==> src/rtl/sar_pkg.sv <==
package sar_pkg;
  typedef enum logic [2:0] {
    PH_IDLE,
    PH_SETUP,
    PH_ZERO,
    PH_GAP1,
    PH_EVAL,
    PH_GAP2
  } phase_e;
endpackage

==> src/rtl/sar_phase_seq.sv <==
module sar_phase_seq
  import sar_pkg::*;
#(
  parameter int ZERO_CYC = 2,
  parameter int EVAL_CYC = 2,
  parameter int GAP_CYC  = 1
) (
  input  logic clk_i,
  input  logic rst_ni,
  input  logic start_i,
  input  logic last_i,
  output logic done_o,
  output logic idle_o,
  output logic zero_ph_o,
  output logic eval_ph_o
);
  localparam int MAXC = (ZERO_CYC > EVAL_CYC) ?
                        ((ZERO_CYC > GAP_CYC) ? ZERO_CYC : GAP_CYC) :
                        ((EVAL_CYC > GAP_CYC) ? EVAL_CYC : GAP_CYC);
  localparam int CW = (MAXC > 1) ? $clog2(MAXC) : 1;
  localparam logic [CW-1:0] ZERO_LD = CW'(ZERO_CYC - 1);
  localparam logic [CW-1:0] EVAL_LD = CW'(EVAL_CYC - 1);
  localparam logic [CW-1:0] GAP_LD  = CW'(GAP_CYC - 1);

  phase_e        phase_q;
  logic [CW-1:0] cnt_q;
  logic          cnt_end;

  assign cnt_end = (cnt_q == '0);

  always_ff @(posedge clk_i or negedge rst_ni) begin
    if (!rst_ni) begin
      phase_q <= PH_IDLE;
      cnt_q   <= '0;
    end else begin
      case (phase_q)
        PH_IDLE:  if (start_i) begin phase_q <= PH_SETUP; cnt_q <= '0; end
        PH_SETUP: begin phase_q <= PH_ZERO; cnt_q <= ZERO_LD; end
        PH_ZERO:  if (cnt_end) begin phase_q <= PH_GAP1; cnt_q <= GAP_LD; end
                  else cnt_q <= cnt_q - 1'b1;
        PH_GAP1:  if (cnt_end) begin phase_q <= PH_EVAL; cnt_q <= EVAL_LD; end
                  else cnt_q <= cnt_q - 1'b1;
        PH_EVAL:  if (cnt_end) begin phase_q <= PH_GAP2; cnt_q <= GAP_LD; end
                  else cnt_q <= cnt_q - 1'b1;
        PH_GAP2:  if (cnt_end) begin
                    phase_q <= last_i ? PH_IDLE : PH_SETUP;
                    cnt_q   <= '0;
                  end else cnt_q <= cnt_q - 1'b1;
        default:  phase_q <= PH_IDLE;
      endcase
    end
  end

  // decision is read only once the comparator flip-flop has captured it
  assign done_o    = (phase_q == PH_GAP2) && cnt_end;
  assign idle_o    = (phase_q == PH_IDLE);
  assign zero_ph_o = (phase_q == PH_ZERO);
  assign eval_ph_o = (phase_q == PH_EVAL);

  a_r3_no_overlap: assert property (@(posedge clk_i) disable iff (!rst_ni)
    !(zero_ph_o && eval_ph_o));
  a_r3_gap_after_eval: assert property (@(posedge clk_i) disable iff (!rst_ni)
    $fell(eval_ph_o) |-> !zero_ph_o);
  a_r3_gap_after_zero: assert property (@(posedge clk_i) disable iff (!rst_ni)
    $fell(zero_ph_o) |-> !eval_ph_o);
endmodule

==> src/rtl/sar_reg.sv <==
module sar_reg #(
  parameter int WIDTH = 4
) (
  input  logic             clk_i,
  input  logic             rst_ni,
  input  logic             load_i,
  input  logic             resolve_i,
  input  logic             gt_i,
  output logic [WIDTH-1:0] code_o,
  output logic             last_o
);
  localparam logic [WIDTH-1:0] MSB = {1'b1, {(WIDTH-1){1'b0}}};

  logic [WIDTH-1:0] code_q, sel_q;

  always_ff @(posedge clk_i or negedge rst_ni) begin
    if (!rst_ni) begin
      code_q <= '0;
      sel_q  <= '0;
    end else if (load_i) begin
      code_q <= MSB;
      sel_q  <= MSB;
    end else if (resolve_i) begin
      code_q <= (gt_i ? (code_q & ~sel_q) : code_q) | (sel_q >> 1);
      sel_q  <= sel_q >> 1;
    end
  end

  assign code_o = code_q;
  assign last_o = sel_q[0];

  a_r6_keep: assert property (@(posedge clk_i) disable iff (!rst_ni)
    (resolve_i && !load_i && !gt_i) |=> ((code_o & $past(sel_q)) != '0));
  a_r6_clear: assert property (@(posedge clk_i) disable iff (!rst_ni)
    (resolve_i && !load_i && gt_i) |=> ((code_o & $past(sel_q)) == '0));
endmodule

==> src/rtl/sar_ctrl.sv <==
module sar_ctrl #(
  parameter int WIDTH    = 4,
  parameter int ZERO_CYC = 2,
  parameter int EVAL_CYC = 2,
  parameter int GAP_CYC  = 1
) (
  input  logic             clk_i,
  input  logic             rst_ni,
  input  logic             start_i,
  input  logic             cmp_gt_i,
  output logic [WIDTH-1:0] code_o,
  output logic             zero_ph_o,
  output logic             eval_ph_o,
  output logic             rdy_o
);
  localparam logic [WIDTH-1:0] MSB = {1'b1, {(WIDTH-1){1'b0}}};

  logic rdy_q, accept, done, idle, last;

  assign accept = start_i && rdy_q && idle;

  sar_phase_seq #(
    .ZERO_CYC(ZERO_CYC),
    .EVAL_CYC(EVAL_CYC),
    .GAP_CYC (GAP_CYC)
  ) u_seq (
    .clk_i    (clk_i),
    .rst_ni   (rst_ni),
    .start_i  (accept),
    .last_i   (last),
    .done_o   (done),
    .idle_o   (idle),
    .zero_ph_o(zero_ph_o),
    .eval_ph_o(eval_ph_o)
  );

  sar_reg #(.WIDTH(WIDTH)) u_reg (
    .clk_i    (clk_i),
    .rst_ni   (rst_ni),
    .load_i   (accept),
    .resolve_i(done),
    .gt_i     (cmp_gt_i),
    .code_o   (code_o),
    .last_o   (last)
  );

  always_ff @(posedge clk_i or negedge rst_ni) begin
    if (!rst_ni)          rdy_q <= 1'b1;
    else if (accept)      rdy_q <= 1'b0;
    else if (done && last) rdy_q <= 1'b1;
  end

  assign rdy_o = rdy_q;

  a_r2_accept: assert property (@(posedge clk_i) disable iff (!rst_ni)
    (start_i && rdy_o) |=> (!rdy_o && code_o == MSB));
  a_r8_hold: assert property (@(posedge clk_i) disable iff (!rst_ni)
    (rdy_o && !start_i) |=> (rdy_o && $stable(code_o)));
  a_r5_code_stable: assert property (@(posedge clk_i) disable iff (!rst_ni)
    (zero_ph_o || eval_ph_o) |-> $stable(code_o));
  a_r4_no_phase_when_ready: assert property (@(posedge clk_i) disable iff (!rst_ni)
    rdy_o |-> !(zero_ph_o || eval_ph_o));
endmodule

==> config.mk <==
export PLATFORM = sky130hd
export DESIGN_NAME = sar_ctrl
export DESIGN_NICKNAME = d
export VERILOG_FILES = /design/src/rtl/sar_pkg.sv /design/src/rtl/sar_phase_seq.sv /design/src/rtl/sar_reg.sv /design/src/rtl/sar_ctrl.sv
export SDC_FILE = /design/constraint.sdc
export NUM_CORES = 1
export LEC_CHECK = 0
export BUFFER_PORTS_ARGS = -buffer_cell sky130_fd_sc_hd__buf_4
export CORE_UTILIZATION = 46
export CTS_CLUSTER_DIAMETER = 120
export DETAILED_ROUTE_END_ITERATION = 8
export GPL_ROUTABILITY_DRIVEN = 0
export PLACE_DENSITY = 0.67
export SLEW_MARGIN = 40
export SYNTH_ARGS = -nofsm -noshare
export SYNTH_HDL_FRONTEND = slang
export SYNTH_SLANG_ARGS = --single-unit
export TNS_END_PERCENT = 10
==> constraint.sdc <==
create_clock -name clk_i -period 1.4 [get_ports clk_i]
set_input_delay 0.21 -clock clk_i [delete_from_list [all_inputs] [get_ports clk_i]]
set_output_delay 0.21 -clock clk_i [all_outputs]
set_load 0.005 [all_outputs]
==> results of run 1 <==
## how the worst min path moves through the flow
stage,from,to,slack (ns),cells after the start
after floorplan,rst_ni,u_reg.code_o[0]$_DFFE_PN0P_,-0.09,0
after global placement,rst_ni,u_seq.phase_q[0]$_DFFE_PN0P_,0.06,1
after detailed placement,rst_ni,u_reg.sel_q[1]$_DFFE_PN0P_,0.06,1
after CTS,cmp_gt_i,u_reg.code_o[3]$_DFFE_PN0P_,0.25,3
after global routing,cmp_gt_i,u_reg.code_o[3]$_DFFE_PN0P_,0.27,3
final,cmp_gt_i,u_reg.code_o[3]$_DFFE_PN0P_,0.26,3
## critical path, delay by kind of cell, from the launching register on
kind	cells	cell delay [ns]
buffers and inverters	2	0.29
flip-flops	1	0.42
AND/OR/NAND/NOR	1	0.17
## where the power goes
part / switching (uW) / internal, uW / total, uW
logic: 393 / 480 / 873
registers: 119 / 535 / 654
clock network: 121 / 111 / 231
## stage by stage
step                TNS [ns]  total power [uW]
global route        -0.04787              1886
detailed placement         0              1378
floorplan                  0              1082
global placement           0              1355
finish                     0              1758
CTS                        0              1689
## routing by layer
| layer | part of all wire (%) | wire length [um] | vias to the layer above | track usage, % |
|---|---|---|---|---|
| li1 | - | - | 243 | - |
| met1 | 47 | 622 | 254 | 29.17 |
| met2 | 45 | 601 | 18 | 35.00 |
| met3 | 6.9 | 92 | 3 | 10.47 |
| met4 | 0.75 | 10 | 0 | 7.759 |
| met5 | 0 | 0 | - | 0 |
## registers in the layout, indices dropped and copies added (netlist names)
| name | cells |
|---|---|
| u_reg.code_o | 4 |
| u_seq.phase_q | 3 |
| rdy_o | 1 |
| u_seq.cnt_q | 1 |
| u_reg.sel_q | 4 |
## layout make-up
| cell class | instances | area share, % |
|---|---|---|
| sequential | 13 | 40.28 |
| multi-input combinational | 35 | 34.10 |
| timing repair buffer | 20 | 19.29 |
| clock buffer | 4 | 3.241 |
| tap | 14 | 2.160 |
| inverter | 2 | 0.9259 |
## cells by family after synthesis
logic type	Yosys count	synth area share (%)
compound gates	16	20.21
xor+xnor	2	2.858
buf+inv	6	5.510
flops	13	53.27
mux	1	1.837
simple gates	16	16.33
## cells in the mapped netlist
library cell / count / area share (%)
a211oi_1: 1 / 1.2
a21o_1: 1 / 1.2
a21oi_1: 2 / 1.6
a22o_1: 3 / 4.3
a31oi_1: 1 / 1.0
a32o_1: 3 / 4.9
a41oi_1: 1 / 1.4
and2b_1: 1 / 1.2
and4bb_2: 1 / 2.0
buf_2: 3 / 2.4
buf_6: 1 / 1.8
dfrtp_1: 12 / 49
dfstp_2: 1 / 4.3
inv_1: 2 / 1.2
mux2_2: 1 / 1.8
nand2_1: 1 / 0.61
nand3_1: 3 / 2.4
nand3_2: 1 / 1.6
nand3b_1: 1 / 1.2
nand4_1: 1 / 1.0
nor2_1: 3 / 1.8
nor3_1: 1 / 0.82
nor3b_1: 2 / 2.4
nor4_1: 1 / 1.0
o21ai_0: 1 / 0.82
o22ai_1: 1 / 1.0
o31a_1: 1 / 1.4
o31ai_1: 1 / 1.2
xnor2_1: 1 / 1.4
xor2_1: 1 / 1.4
## repair_timing
item / 4_1_cts / 5_1_grt
endpoints found under the setup margin: 1 / 8
pin swaps: 0 / 2
endpoints found under the hold margin: 13 / 0
cloned: 0 / 0
hold buffers: 1 / 0
resized for setup: 0 / 6
setup buffers: 4 / 0
==> flow_summary.yaml, run 1 <==
synth:
  synth_warnings: 0
  syn_nets: 58
  syn_area_per_cell_um2: 11.35
  synthCells: 54
  syn_area_um2: 613.1
  synth_cell_type_count: 30
  ys_ff_latch: 13
  ys_seq_area_share_pct: 53.27
pwr:
  p_per_area_nw_per_um2: 2169
  p_leak_uw: 0.0003638
  vdd_drop_max_v: 0.001384
sta:
  maxSlewHeadroom_pct: 74.96
  fin_skew_ns: 0.003292
  tightest_slew_ns: 0.3722
  hold_viol_final: 0
  layout_setup_ws_ns: 0.04234
  rsz0062_at_grt: "yes"
  fmax_ghz: 0.7366
  fin_hold_ws_ns: 0.2618
  fin_crit_sh_pct: 96.98
  final_max_slew_viol_count: 0
  period_needed_ns: 1.358
  setup_viol: 0
setup_path:
  arrival_ns: 1.15
  cp_cell_sequence: "buf_6 -> nor3_2 -> buf_4"
  critPathSlowestCell: "dfrtp_1"
  cp-end-kind: "output port"
  critPathMaxStageDelay_ns: 0.42
  endpoint: "eval_ph_o"
  r2r_start: "u_seq.phase_q[0]$_DFFE_PN0P_"
  crit_type: "reg -> out"
  crit_start: "u_seq.phase_q[1]$_DFFE_PN0P_"
  r2r-end: "u_reg.code_o[2]$_DFFE_PN0P_"
  worst-r2r-cell-count: 4
  worstPathRequired_ns: 1.19
  startpoint_type: "flop"
  crit_fanout: 9
  r2r_setup_slack_ns: 0.06
cells_and_area:
  nets: 79
  multi_input_area_um2: 276.5
  antenna_cells: 0
  seq_area_um2: 326.6
  syn2layout_area_growth_pct: 32.24
  mostFrequentLayoutCells: "buf_4, dfrtp_1"
  fillerInstances: 88
  final_common_cell: "buf_4"
  drive_above_1_share_pct: 40.54
  utilization_pct: 69.23
  fin_cells: 88
  final_area_um2: 810.8
clock_network:
  clock_latency_ns: 0.28
  htreeDepth: 1
  cts-root-buf: "clkbuf_4"
  cts_tree: "yes"
  clk_pin_slew_ns: 0.07
  clock_tree.buffer_depth: 2
  cts_made_buffers: 3
  cts_sinks: 13
placed_design:
  place_hpwl_um: 866.2
  dp_cells: 79
  placed_cell_area_um2: 716.9
  port_buffers: 10
  pre_cts_ws_ns: 0.09423
routing:
  via_per_inst: 5.886
  route.detailed.drc: 0
  drtAntennaViolNets: 0
  first_pass_iters: 4
  vias: 518
  avgRoutedWirePerCell_um: 15.08
  drt_wl_total_um: 1327
  drtIter0Drc: 14
floorplan:
  pin_count: 11
  core-area_um2: 1171
  chipWidth_um: 38.51
  rows: 12
  start_util_pct: 52.35
  die_area_um2: 1483
  die_y_um: 38.51
grt:
  grt_usage_pct: 23.15
  grt_pass1_wl_um: 2214
  grt_max_degree: 14
  grt_pass1_vias: 504
  grt-ovfl-total: 0
  antenna_found_initial: 0
flow_run:
  max-cap-violations: 0
status:
  outcome: "finished clean"
worst_hold_path:
  hp-class: "in -> reg"
Power figures use the tool's default switching activity.
==> run 2: changes to the inputs <==
- ABC_AREA: not set -> 1
- CORE_MARGIN: not set -> 8
- CORE_UTILIZATION: 46 -> 49
- PLACE_DENSITY: 0.67 -> 0.7
- RECOVER_POWER: not set -> 25
==> run 2 against run 1 <==
Against the previous run:
- routed wire length up 14%
- critical path depth shrank 1
- area after synthesis increased by 27%
- total power rose by 11%
- clock power up 5%
- critical path type unchanged
==> flow_summary.yaml, run 2 <==
sta:
  fin_skew_ns: 0.007588
  tightest_slew_ns: 0.7352
  final_max_slew_viol_count: 0
  setup_viol: 0
  hold_viol_final: 0
  rsz0062_at_grt: "no"
  maxSlewHeadroom_pct: 50.99
  period_needed_ns: 1.364
  layout_setup_ws_ns: 0.03578
  fmax_ghz: 0.7330
  fin_crit_sh_pct: 97.44
  setup_tns_ns: 0
  fin_hold_ws_ns: 0.2206
grt:
  grt-ovfl-total: 0
  antenna_found_initial: 0
  grt_usage_pct: 10.03
  grt_pass1_vias: 579
  grt_pass1_wl_um: 2587
  grt_max_degree: 14
pwr:
  pwr-share-comb_pct: 48.8
  p_per_area_nw_per_um2: 2213
  p_seq_share_pct: 38.8
  p_int_uw: 1077
  p_clk_share_pct: 12.4
  p_sw_uw: 877.7
  vdd_drop_max_v: 0.001073
  swShare_pct: 44.89
  p_leak_uw: 0.0004672
synth:
  synthCells: 93
  syn_area_um2: 778.2
  ys.flop_type: "dfrtp_1"
  synth_warnings: 0
  synth_top_area_share_pct: 38.59
  ys_seq_area_share_pct: 41.96
  synth-edff-count: 0
  synthTopCellsByCount: "nand2_1, nand3_1, dfrtp_1"
  synth-async-reset-ratio_pct: 100.0
  synth_cell_type_count: 20
  ys_ff_latch: 13
  syn_nets: 97
  yosysMostFrequentCell: "nand2_1"
  synthTopCellsByArea: "dfrtp_1, nand2_1, nand3_1"
  syn_area_per_cell_um2: 8.368
  yosysTopAreaCell: "dfrtp_1"
routing:
  drt_wl_total_um: 1515
  vias: 634
  avgRoutedWirePerCell_um: 12.42
  via_per_inst: 5.197
  drtAntennaViolNets: 0
  route.detailed.drc: 0
  drtIter0Drc: 26
  first_pass_iters: 4
floorplan:
  die_y_um: 55.85
  die_area_um2: 3119
  core-area_um2: 1506
  pin_count: 11
  chipWidth_um: 55.85
  start_util_pct: 51.66
  rows: 14
clock_network:
  clock_tree.buffer_depth: 2
  htreeDepth: 1
  cts_sinks: 13
  cts_made_buffers: 3
  cts_tree: "yes"
  cts-root-buf: "clkbuf_4"
  clock_latency_ns: 0.28
  clk_pin_slew_ns: 0.09
cells_and_area:
  syn2layout_area_growth_pct: 13.50
  antenna_cells: 0
  final_common_cell: "nand2_1"
  fin_cells: 122
  mostFrequentLayoutCells: "nand2_1, nand3_1, inv_1, buf_4, dfrtp_1"
  drive_above_1_share_pct: 31.13
  nets: 111
  utilization_pct: 58.64
worst_hold_path:
  hp-class: "in -> reg"
setup_path:
  worstPathRequired_ns: 1.19
  startpoint_type: "flop"
  crit_type: "reg -> out"
  cp-end-kind: "output port"
  arrival_ns: 1.15
  crit_fanout: 8
placed_design:
  port_buffers: 10
  pre_cts_ws_ns: 0.1370
  place_hpwl_um: 1078
  dp_cells: 116
flow_run:
  max-cap-violations: 0
status:
  outcome: "finished clean"
## run 2: changes by cell type in the layout (fill, tap and decap cells not counted), sizes merged, moves of 3 or more
cell / delta
nand3: +20
buf: -9
nand2: +27
a32o: -3
a22o: -3
inv: +11
o21ai: +4
## run 2: worst paths after layout
path / depth (start not counted) / from / endpoint / slack, ns
max in group asynchronous: 2 / rst_ni / u_seq.phase_q[1]$_DFFE_PN0P_ / 0.40
min in group asynchronous: 2 / rst_ni / u_seq.cnt_q$_DFFE_PN0P_ / 0.50
min: 4 / cmp_gt_i / u_reg.code_o[3]$_DFFE_PN0P_ / 0.22
max reg2reg: 7 / u_seq.phase_q[1]$_DFFE_PN0P_ / u_reg.code_o[3]$_DFFE_PN0P_ / 0.18
max: 2 / u_seq.phase_q[0]$_DFFE_PN0P_ / zero_ph_o / 0.04
min reg2reg: 2 / rdy_o$_DFFE_PN1P_ / rdy_o$_DFFE_PN1P_ / 0.50
## run 2: critical path, stage by stage, from the launching register on
cell     delay, ns
dfrtp_2       0.49
nor3_1        0.23
buf_4         0.15
## run 2: area by class of cell
type,count,area [um2]
fillers,124,623.1
multi-input cells,64,366.6
flip-flops and latches,13,330.3
well taps,16,20.02
inverters,13,51.30
clock buffers,4,26.28
repair buffers,12,88.84
## run 2: logic make-up (layout without fill, tap and decap cells)
logic type / Yosys count / count (layout) / share of synthesized area [%]
DFF: 13 / 13 / 41.96
and+or+nand+nor: 58 / 58 / 41.96
buffers and inverters: 16 / 29 / 10.93
AOI/OAI and AO/OA: 6 / 6 / 5.145
## run 2: power by group through the flow
stage / Clock (uW) / Combinational [uW] / Sequential (uW)
6_report: 243 / 953 / 759
5_1_grt: 268 / 1090 / 782
4_1_cts: 247 / 962 / 750
3_5_place_dp: 0 / 894 / 790
3_3_place_gp: 0 / 883 / 791
2_1_floorplan: 0 / 788 / 687
## run 2: per-stage QoR
stage / power, uW / instance area (um2)
after detailed placement: 1684 / 839.6
after global routing: 2140 / 883.3
after CTS: 1959 / 885.9
after global placement: 1675 / 839.6
after floorplan: 1475 / 778.2
final: 1955 / 883.3
## run 2: repair_timing
item / CTS / global route
hold buffers: 1 / 0
endpoints found under the hold margin: 13 / 0
gates resized for setup: 2 / 1
buffers inserted: 1 / 0
setup endpoints to repair: 2 / 1
## run 2: layer usage
layer | track usage, % | wire, um | part of all wire, %
met3 | 4.566 | 108 | 7.1
met2 | 13.94 | 652 | 43
met1 | 12.96 | 753 | 50
met5 | 0 | 0 | 0
met4 | 4.124 | 0 | 0
